==> src/rtl/mux_bus_regfile.sv <==
module mux_bus_regfile (
  input  logic       clk,
  input  logic       rst_n,
  input  logic       as_i,
  input  logic       cs_n_i,
  input  logic       rd_n_i,
  input  logic       wr_n_i,
  input  logic       pwr_fail_i,
  input  logic [7:0] ad_i,
  output logic [7:0] ad_o,
  output logic       ad_oe_o
);
  localparam int AW    = 7;
  localparam int DW    = 8;
  localparam int DEPTH = 1 << AW;
  localparam logic [AW-1:0] LOC_SEC  = 7'h00;
  localparam logic [AW-1:0] LOC_CTLA = 7'h0A;
  localparam logic [AW-1:0] LOC_STC  = 7'h0C;
  localparam logic [AW-1:0] LOC_STD  = 7'h0D;

  logic [2:0]    as_sy, wr_sy;
  logic [1:0]    rd_sy, cs_sy;
  logic [AW-1:0] addr_q;
  logic [DW-1:0] mem [DEPTH];
  logic [DW-1:0] lane_mask;
  logic          as_fall, wr_rise, cs_ok;

  always_ff @(posedge clk or negedge rst_n) begin
    if (!rst_n) begin
      as_sy <= 3'b000;
      wr_sy <= 3'b111;
      rd_sy <= 2'b11;
      cs_sy <= 2'b11;
    end else begin
      as_sy <= {as_sy[1:0], as_i};
      wr_sy <= {wr_sy[1:0], wr_n_i};
      rd_sy <= {rd_sy[0], rd_n_i};
      cs_sy <= {cs_sy[0], cs_n_i};
    end
  end

  assign as_fall = as_sy[2] & ~as_sy[1];
  assign wr_rise = ~wr_sy[2] & wr_sy[1];
  assign cs_ok   = ~cs_sy[1] & ~pwr_fail_i;

  always_ff @(posedge clk or negedge rst_n) begin
    if (!rst_n)       addr_q <= '0;
    else if (as_fall) addr_q <= ad_i[AW-1:0];
  end

  always_comb begin
    if (addr_q == LOC_STC || addr_q == LOC_STD)       lane_mask = '0;
    else if (addr_q == LOC_SEC || addr_q == LOC_CTLA) lane_mask = {1'b0, {(DW-1){1'b1}}};
    else                                              lane_mask = '1;
  end

  always_ff @(posedge clk) begin
    if (rst_n && wr_rise && cs_ok) mem[addr_q] <= ad_i & lane_mask;
  end

  assign ad_oe_o = cs_ok & ~rd_sy[1];
  assign ad_o    = ad_oe_o ? (mem[addr_q] & lane_mask) : '0;
endmodule

==> config.mk <==
export PLATFORM = sky130hd
export DESIGN_NAME = mux_bus_regfile
export DESIGN_NICKNAME = d
export VERILOG_FILES = /design/src/rtl/mux_bus_regfile.sv
export SDC_FILE = /design/constraint.sdc
export NUM_CORES = 1
export LEC_CHECK = 0
export ABC_AREA = 0
export BUFFER_PORTS_ARGS = -buffer_cell sky130_fd_sc_hd__buf_2
export CORE_MARGIN = 3
export CORE_UTILIZATION = 50
export DETAILED_ROUTE_END_ITERATION = 10
export PLACE_DENSITY = 0.69
export REMOVE_ABC_BUFFERS = 1
export SLEW_MARGIN = 20
export SYNTH_ARGS = -nofsm -noshare
export SYNTH_HDL_FRONTEND = slang
export SYNTH_SLANG_ARGS = --single-unit
==> constraint.sdc <==
create_clock -name clk -period 5.8 [get_ports clk]
set_input_delay 0.29 -clock clk [delete_from_list [all_inputs] [get_ports clk]]
set_output_delay 0.29 -clock clk [all_outputs]
set_load 0.1 [all_outputs]
==> run summary, run 1 <==
status - finished, final reports clean
combinational power share - 10.2%
peak supply drop - 0.000265 V
Critical Path Start Type - register
post-synthesis cell type count - 32
CP Cell Sequence - or2_4, buf_16, buf_4, o22ai_1, o21ai_0, a41oi_1, nor4_1, buf_4, nor2_1, buf_2
Crit path largest cell delay - 0.72 ns
final WL - 93200 um
synth cell count leaders - edfxtp_1 (1024), mux2i_1 (512), o22ai_1 (256)
Tot GR Track Use - 21.7%
Yosys Warn Count - 0
CTS tree - built
clock period minus worst slack - 5.43 ns
Tightest Pin Transition - 1.18 ns
FF+latch area - 0.0312 mm2
Sum Neg Setup Slack - 0 ns
hold slack - 0.106 ns
Pleak - 0.0146 uW
Boundary Pins - 24
vias per cell - 6.17
TritonCTS buffer count - 98
Psw - 3870 uW
Multi-input gate area - 0.00867 mm2
P&R area growth vs syn - 11.4%
Max Cap Violations - 0
RR Startpoint - addr_q[5]
worst slew margin relative to its limit - 20.1%
most used cell, CP - buf_4
ranking of synthesized cells by area - edfxtp_1 (76%), mux2i_1 (13%), o22ai_1 (3.9%)
nets@finish - 2383
CTS sink cnt - 1041
WL/cell - 26.6 um
WP data arrival - 5.14 ns
clock power share - 39.3%
Yosys reg bits - 1041
Fin. Hold Viols - 0
Fmax - 184 MHz
Sw Share - 23.5%
Finish-stage setup viols - 0
Resized cells post-CTS - 0
Worst-Skew Late Latency - 0.66 ns
Detail Placement HPWL - 53700 um
Die Ht - 291 um
Mapped Cells - 2329
worst r2r dst - mem[94][7]
CP Max Fanout - 51
port buffer count - 23
Initial Util - 50.9%
Crit Path Category - reg -> out
Mapped Area - 0.0406 mm2
number of global-route vias before repair - 21300
WP data required - 5.51 ns
Setup Skew - 0.0270 ns
unrepaired setup endpoints after global routing - no
P per Cell Area - 365 mW/mm2
row count - 103
Synth Area per Inst - 17.4 um2
Slew Limit Fails - 0
largest net degree at the start of global routing - 108
Reg2Reg Setup Slack - 2.40 ns
Max clock buf depth - 3
final worst-path cycle share - 93.6%
core box area - 0.0796 mm2
register area share after synthesis - 76.9%
EDFF count, synth - 1024
share of layout cells above drive strength 1 - 10.2%
Sequential Power Share - 50.6%
Setup crit end kind - primary output
gpl congestion - 0.854
Int Pwr - 12600 uW
CTS HTree Levels - 3
clock slew at reported path FFs - 0.06 ns
initial antenna violation count - 2
first-pass GRT wire length - 138000 um
via count - 21600
Routed Antenna Nets - 0
cell count of the worst reg-to-reg path - 6
ys async rst share - 1.63%
Yosys top cell by area - edfxtp_1
most frequent cell after synthesis - edfxtp_1
Fillers - 5987
top cell type's share of synthesized area - 75.8%
highest-delay cell along the critical path - nor4_1
Die ar. - 0.0846 mm2
Initial DRC Count - 2363
Die W - 291 um
HP Class - in -> async
First-pass DRT Iterations - 5
root buf cell - clkbuf_16
DRC - 0
Top FF cell, synth - edfxtp_1
GRT Residual Overflow - 0
-- sequential cells by signal, summed over array words and instances (netlist names) --
| register | count |
|---|---|
| mem | 1024 |
| addr_q | 7 |
| as_sy | 3 |
| wr_sy | 3 |
| cs_sy | 2 |
| rd_sy | 2 |
-- how the worst max path moves through the flow --
stage	cells past startpoint	slack, ns	from	endpoint
4_1_cts	9	0.36	addr_q[2]	ad_o[6]
3_5_place_dp	9	1.08	addr_q[2]	ad_o[6]
6_report	10	0.37	addr_q[2]	ad_o[6]
5_1_grt	10	0.21	addr_q[2]	ad_o[6]
3_3_place_gp	9	1.15	addr_q[2]	ad_o[6]
2_1_floorplan	1	-13.81	addr_q[0]	mem[12][0]
-- layout by cell type, fill, tap and decap left out, types with 5 or more instances in the layout --
cell type / instances
clkinv_2: 18
a41oi_1: 30
nand3_1: 7
nor2_1: 138
o21ai_1: 11
clkbuf_16: 101
mux2_2: 6
buf_12: 7
nor4_1: 7
mux2i_1: 512
dlygate4sd3_1: 12
edfxtp_1: 1024
clkinvlp_4: 5
o21ai_0: 118
clkbuf_1: 16
nor2b_1: 5
buf_4: 41
bufinv_16: 13
and2_4: 7
buf_2: 23
o22ai_1: 256
dfrtp_1: 9
nand2_1: 22
clkinv_1: 22
dfstp_2: 7
-- per-stage QoR --
step                area [um2]  std cells  power [uW]  setup WS (ns)  util (%)
floorplan                39800       2184       10400         -13.81         -
CTS                      45100       3498       16500          0.355      56.6
finish                   45200       3501       16500          0.373      56.7
global route             45200       3500       17000          0.209      56.7
detailed placement       41700       3304       10100           1.08      52.4
global placement         41700       3304       10100           1.15      52.4
-- power by group through the flow --
| stage | Clock (uW) | Sequential, uW | Combinational, uW |
|---|---|---|---|
| after CTS | 6550 | 8340 | 1650 |
| after global routing | 6840 | 8340 | 1760 |
| after floorplan | 0 | 8670 | 1720 |
| final | 6480 | 8350 | 1680 |
| after global placement | 0 | 8500 | 1620 |
| after detailed placement | 0 | 8500 | 1640 |
-- metal layers --
| layer | up-vias | global-route usage, % | part of all wire, % |
|---|---|---|---|
| met5 | - | 0 | 0.014 |
| met4 | 2 | 5.97 | 2.3 |
| met3 | 154 | 3.45 | 8.1 |
| met2 | 972 | 34.7 | 48 |
| met1 | 11000 | 31.1 | 41 |
| li1 | 9422 | - | - |
-- what timing repair did --
action / CTS / global route
endpoints found under the hold margin: 28 / 0
setup buffers: 0 / 0
hold buffers: 12 / 0
-- cell families (layout without fill, tap and decap cells) --
family,Yosys count,count (layout),share of synthesized area (%)
multiplexers,518,518,12.8
AND/OR/NAND/NOR,203,203,2.11
other,0,1,0
buffers and inverters,146,267,1.92
flip-flops,1041,1041,76.9
AO/OA/AOI/OAI,421,421,6.29
-- area by class of cell --
| cell class | count | share of cell area (%) |
|---|---|---|
| antenna | 1 | 0.00554 |
| clock buffer | 117 | 5.73 |
| clock inverter | 65 | 1.52 |
| inverter | 1 | 0.00831 |
| multi-input combinational | 1142 | 19.2 |
| sequential | 1041 | 69.1 |
| tap | 1050 | 2.91 |
| timing repair buffer | 84 | 1.57 |
-- worst max-delay path: cells and delay by family, from the launching register on --
family / cells / cell delay (ns)
AOI/OAI and AO/OA: 3 / 0.97
and+or+nand+nor: 3 / 1.35
DFF: 1 / 0.70
buffers and inverters: 4 / 1.39
Power figures use the tool's default switching activity.
==> inputs of run 2 (changes only) <==
--- a/config.mk
+++ b/config.mk
@@ -10,7 +10,7 @@
 export CORE_MARGIN = 3
 export CORE_UTILIZATION = 50
 export DETAILED_ROUTE_END_ITERATION = 10
-export PLACE_DENSITY = 0.69
+export PLACE_DENSITY = 0.64
 export REMOVE_ABC_BUFFERS = 1
 export SLEW_MARGIN = 20
 export SYNTH_ARGS = -nofsm -noshare
==> run 2 against run 1 <==
Against the previous run:
- worst hold slack better by 0.011 ns
- first-iteration DRC count shrank 8.9%
- non-clock buffer count is 2 lower
- core utilization about the same
- critical path depth shrank 1
- fmax fell by 3.0%
- clock power fell by 2%
- clock-buffer cell count rose by 13
- final cell count stayed put
- sequential power barely moved
- die area unchanged
- wire length up 1.8%
- largest cell class unchanged
==> run summary, run 2 (synthesized netlist as in run 1, its figures left out) <==
Setup crit end kind - primary output
status - finished, final reports clean
Finish-stage setup viols - 0 (unchanged)
commonest non-fill, non-tap cell in the layout - edfxtp_1
TritonCTS buffer count - 104 (+6.1%)
final WL - 94900 um (+1.8%)
CTS tree - built
largest net degree at the start of global routing - 98 (-9.3%)
share of layout cells above drive strength 1 - 10.3% (+0.12 points)
first-pass GRT wire length - 141000 um (+1.8%)
Fmax - 179 MHz (-3.0%)
Boundary Pins - 24 (unchanged)
placed cell areas - 0.0417 mm2 (about the same)
Worst-Skew Late Latency - 0.68 ns (+0.02 ns)
Routed Antenna Nets - 0 (unchanged)
fin area - 0.0452 mm2 (about the same)
WP data arrival - 5.31 ns (+0.17 ns)
Psw - 3960 uW (+2.3%)
peak supply drop - 0.000254 V (-4.3%)
combinational power share - 10.3% (about the same)
Pleak - 0.0146 uW (about the same)
HP Class - in -> async
number of global-route vias before repair - 21200 (-0.53%)
nets@finish - 2387 (+0.17%)
Die W - 291 um (unchanged)
Largest regs - mem x1024, addr_q x7
Antenna Cells - 0 (-1)
gpl congestion - 0.866 (+1.4%)
Tightest Pin Transition - 1.14 ns (-0.0423 ns)
Initial DRC Count - 2153 (-8.9%)
Detail Placement HPWL - 55300 um (+3.0%)
clock slew at reported path FFs - 0.06 ns (about the same)
CTS HTree Levels - 3 (unchanged)
Int Pwr - 12400 uW (-1.5%)
port buffer count - 23 (unchanged)
P&R area growth vs syn - 11.4% (about the same)
Initial Util - 50.9% (unchanged)
vias per cell - 6.10 (-1.1%)
Max clock buf depth - 3 (unchanged)
Max Cap Violations - 0 (unchanged)
Die Ht - 291 um (unchanged)
unrepaired setup endpoints after global routing - no
CTS sink cnt - 1041 (unchanged)
WL/cell - 27.1 um (+1.8%)
highest-delay cell along the critical path - dfrtp_4
clock power share - 38.8% (-0.5 points)
Reg2Reg Setup Slack - 1.81 ns (-0.59 ns)
DRC - 0 (unchanged)
Tot GR Track Use - 22.2% (+0.51 points)
Sequential Power Share - 50.9% (+0.3 points)
Post-CTS Setup Inserts - 0 (unchanged)
via count - 21400 (-1.1%)
GRT Residual Overflow - 0 (unchanged)
worst slew margin relative to its limit - 24.0% (+3.8 points)
commonest non-fill, non-tap cells in the layout - edfxtp_1 (1024), mux2i_1 (512), o22ai_1 (256)
initial antenna violation count - 0 (-2)
core box area - 0.0796 mm2 (unchanged)
P per Cell Area - 363 mW/mm2 (-0.62%)
Resized cells post-CTS - 0 (unchanged)
final worst-path cycle share - 96.5% (+2.9 points)
Biggest register - mem
CP Max Fanout - 51 (unchanged)
max FFs per register - 1024 (unchanged)
Die ar. - 0.0846 mm2 (unchanged)
CP delay by family, top - buffers and inverters
Setup Skew - 0.0359 ns (+0.00892 ns)
clock period minus worst slack - 5.60 ns (+0.168 ns)
row count - 103 (unchanged)
Sw Share - 24.2% (+0.69 points)
Critical Path Start Type - register
Slew Limit Fails - 0 (unchanged)
Buf/Inv on CP - 3 (-1)
Fin. Hold Viols - 0 (unchanged)
First-pass DRT Iterations - 5 (unchanged)
CP Cell Sequence - buf_12, buf_4, mux2i_1, o22ai_1, o21ai_0, a41oi_1, nor4_1, nor2_1, buf_2
Crit path largest cell delay - 1.05 ns (+0.33 ns)
root buf cell - clkbuf_16
WP data required - 5.51 ns (about the same)
Sum Neg Setup Slack - 0 ns (unchanged)
Crit Path Category - reg -> out
run 2: path summary, 6_finish.rpt:
kind	start	endpoint	depth (start not counted)
worst min-delay path	rst_n	as_sy[0]	2
worst max-delay path	addr_q[0]	ad_o[6]	9
min in group clk	as_i	as_sy[0]	2
worst max register to register	addr_q[0]	mem[119][7]	4
worst min register to register	wr_sy[1]	wr_sy[2]	0
max in group asynchronous	rst_n	wr_sy[1]	2
run 2: area by class of cell:
cell class	instances	area (um2)
clock inverters	55	523
repair buffers	82	761
inverters	1	3.75
flip-flops and latches	1041	31200
clock buffers	130	2710
multi-input cells	1142	8680
well taps	1050	1310
fillers	5988	34500
run 2: worst register-to-register path, cell delays in order (launching register included):
cell and delay [ns]:
dfrtp_4 1.05, buf_12 0.39, buf_4 0.58, o311a_4 0.70, buf_4 0.82
run 2: per-layer routing:
| layer | share of wire (%) | vias up | track usage, % | wire length, um |
|---|---|---|---|---|
| met5 | 0 | - | 0 | 0 |
| met4 | 3.4 | 0 | 7.51 | 3210 |
| met3 | 7.0 | 159 | 4.09 | 6620 |
| met2 | 47 | 805 | 34.9 | 44700 |
| met1 | 43 | 11000 | 31.4 | 40400 |
| li1 | - | 9417 | - | - |
run 2: power by group through the flow:
stage               logic, uW  clock network [uW]  registers, uW
floorplan                1720                   0           8670
global placement         1640                   0           8510
detailed placement       1660                   0           8520
CTS                      1670                6440           8360
global route             1770                6750           8350
finish                   1680                6370           8360
run 2: what timing repair did:
action	4_1_cts	5_1_grt
hold buffers	12	0
endpoints found under the setup margin	0	0
endpoints found under the hold margin	28	0
run 2: stage by stage:
step,hold slack [ns],std cells,util (%),power (uW),setup WS (ns)
2_1_floorplan,-0.00559,2184,-,10400,-13.81
3_3_place_gp,0.239,3301,52.4,10100,0.984
3_5_place_dp,0.258,3301,52.4,10200,0.947
4_1_cts,0.0604,3498,56.6,16500,0.166
5_1_grt,0.133,3501,56.7,16900,0.192
6_report,0.117,3501,56.7,16400,0.205
==> inputs of run 3 (changes only) <==
--- a/config.mk
+++ b/config.mk
@@ -7,11 +7,13 @@
 export LEC_CHECK = 0
 export ABC_AREA = 0
 export BUFFER_PORTS_ARGS = -buffer_cell sky130_fd_sc_hd__buf_2
+export CORE_ASPECT_RATIO = 0.75
 export CORE_MARGIN = 3
 export CORE_UTILIZATION = 50
 export DETAILED_ROUTE_END_ITERATION = 10
 export PLACE_DENSITY = 0.64
 export REMOVE_ABC_BUFFERS = 1
+export SKIP_LAST_GASP = 1
 export SLEW_MARGIN = 20
 export SYNTH_ARGS = -nofsm -noshare
 export SYNTH_HDL_FRONTEND = slang
==> run 3 against run 2 <==
Against the previous run:
- combinational power rose by 2%
- sequential cell count did not move
- register-to-register slack improved by 0.46 ns
- clock power rose by 2%
- largest power group unchanged
- largest cell class unchanged
- clock-buffer cell count fell by 7
- fmax fell by 0.86%
- critical path depth fell by 1
==> run summary, run 3 (synthesized netlist as in run 1, its figures left out) <==
peak supply drop - 0.000291 V (+15%)
commonest non-fill, non-tap cell in the layout - edfxtp_1
Pleak - 0.0146 uW (+0.21%)
share of layout cells above drive strength 1 - 10.5% (+0.19 points)
Boundary Pins - 24 (unchanged)
GR Util met3 - 6.42% (+2.3 points)
WL/cell - 28.2 um (+3.9%)
WP data arrival - 5.35 ns (+0.04 ns)
Initial Util - 51.0% (+0.087 points)
HP Class - in -> async
Die W - 335 um (+15%)
Detail Placement HPWL - 56900 um (+2.7%)
placed cell areas - 0.0418 mm2 (+0.10%)
root buf cell - clkbuf_16
core box area - 0.0795 mm2 (-0.17%)
first-pass GRT wire length - 143000 um (+1.5%)
number of global-route vias before repair - 20900 (-1.7%)
Worst-Skew Late Latency - 0.68 ns (about the same)
GRT Residual Overflow - 0 (unchanged)
Finish-stage setup viols - 0 (unchanged)
Tightest Pin Transition - 1.14 ns (-0.00101 ns)
P&R area growth vs syn - 11.4% (about the same)
Crit path largest cell delay - 0.98 ns (-0.07 ns)
largest net degree at the start of global routing - 83 (-15%)
Max Cap Violations - 0 (unchanged)
Reg2Reg Setup Slack - 2.27 ns (+0.46 ns)
Setup crit end kind - primary output
WP data required - 5.51 ns (about the same)
Fillers - 6053 (+1.1%)
Fmax - 177 MHz (-0.86%)
clock slew at reported path FFs - 0.06 ns (about the same)
port buffer count - 23 (unchanged)
CP Max Fanout - 40 (-22%)
nets@finish - 2382 (-0.21%)
Max clock buf depth - 3 (unchanged)
Initial DRC Count - 2586 (+20%)
Biggest register - mem
vias per cell - 6.18 (+1.2%)
final worst-path cycle share - 97.3% (+0.84 points)
Tot GR Track Use - 22.9% (+0.78 points)
DRC - 0 (unchanged)
initial antenna violation count - 2 (+2)
Die ar. - 0.0846 mm2 (about the same)
Buf/Inv on CP - 2 (-1)
TritonCTS buffer count - 96 (-7.7%)
First-pass DRT Iterations - 6 (+1)
crit path launch - addr_q[2]
CTS HTree Levels - 3 (unchanged)
Sum Neg Setup Slack - 0 ns (unchanged)
cell count of the worst reg-to-reg path - 5 (+1)
status - finished, final reports clean
Fin. Hold Viols - 0 (unchanged)
RR Startpoint - addr_q[3]
max FFs per register - 1024 (unchanged)
unrepaired setup endpoints after global routing - no
fin area - 0.0452 mm2 (about the same)
worst r2r dst - mem[99][2]
Slew Limit Fails - 0 (unchanged)
CP Cell Sequence - or2_4, buf_4, o22ai_1, o21ai_0, a41oi_1, nor4_2, nor2_1, buf_2
Global Route met1 Usage - 34.2% (+2.8 points)
Total Power - 16500 uW (+0.85%)
CP delay by family, top - simple AND/OR/NAND/NOR gates
hold slack - 0.0599 ns (-0.0569 ns)
Largest regs - mem x1024, addr_q x7
clock period minus worst slack - 5.64 ns (+0.0485 ns)
CTS sink cnt - 1041 (unchanged)
highest-delay cell along the critical path - nor4_2
Critical Path Start Type - register
Routed Antenna Nets - 0 (unchanged)
Most Crowded Layer GR - met1
total stage count of the critical path - 8 (-1)
Setup Skew - 0.0272 ns (-0.00872 ns)
met2 Use GR - 33.3% (-1.6 points)
CTS tree - built
via count - 21600 (+0.90%)
gpl congestion - 0.858 (-0.83%)
Crit Path Category - reg -> out
P per Cell Area - 366 mW/mm2 (+0.86%)
Die Ht - 253 um (-13%)
final WL - 98300 um (+3.6%)
worst slew margin relative to its limit - 24.0% (+0.067 points)
Critical Path End - ad_o[4]
commonest non-fill, non-tap cells in the layout - edfxtp_1 (1024), mux2i_1 (512), o22ai_1 (256)
row count - 89 (-14%)
## run 3: power breakdown
| part | total, uW | switching (uW) | internal, uW | leakage, uW |
|---|---|---|---|---|
| Combinational | 1720 | 1180 | 541 | 0.00361 |
| Sequential | 8360 | 45.8 | 8310 | 0.00940 |
| Clock | 6470 | 2720 | 3750 | 0.00159 |
| Total | 16500 | 3950 | 12600 | 0.0146 |
## run 3: cell type report
class / count / area (um2) / share of cell area, %
antenna: 1 / 2.50 / 0.00554
clock inverter: 52 / 597 / 1.32
sequential: 1041 / 31200 / 69.0
clock buffer: 123 / 2630 / 5.82
timing repair buffer: 83 / 733 / 1.62
inverter: 1 / 3.75 / 0.00831
multi-input combinational: 1144 / 8720 / 19.3
tap: 1046 / 1310 / 2.90
## run 3: through the flow
step           util (%)  setup WS [ns]  std cells
3_5_place_dp       52.6           1.16       3300
2_1_floorplan         -         -13.81       2184
6_report           56.8          0.156       3491
5_1_grt            56.8         0.0421       3490
4_1_cts            56.8          0.363       3487
3_3_place_gp       52.5          0.480       3299
## run 3: how the worst min path moves through the flow
stage | slack, ns | end | startpoint | depth (start not counted)
2_1_floorplan | -0.006 | addr_q[0] | rst_n | 0
3_3_place_gp | 0.22 | as_sy[0] | rst_n | 1
4_1_cts | 0.04 | as_sy[0] | rst_n | 2
6_report | 0.06 | as_sy[1] | rst_n | 2
3_5_place_dp | 0.24 | as_sy[0] | rst_n | 1
5_1_grt | 0.09 | as_sy[1] | rst_n | 2
## run 3: layer usage
| layer | part of all wire [%] | wire (um) |
|---|---|---|
| met1 | 43 | 42200 |
| met2 | 44 | 43100 |
| met3 | 10 | 10200 |
| met4 | 2.8 | 2770 |
| met5 | 0.020 | 20 |
## run 3: repair_timing
action,CTS,global route
resized for setup,0,1
endpoints found under the setup margin,0,1
hold buffers,12,0
endpoints found under the hold margin,28,0
setup buffers,0,0
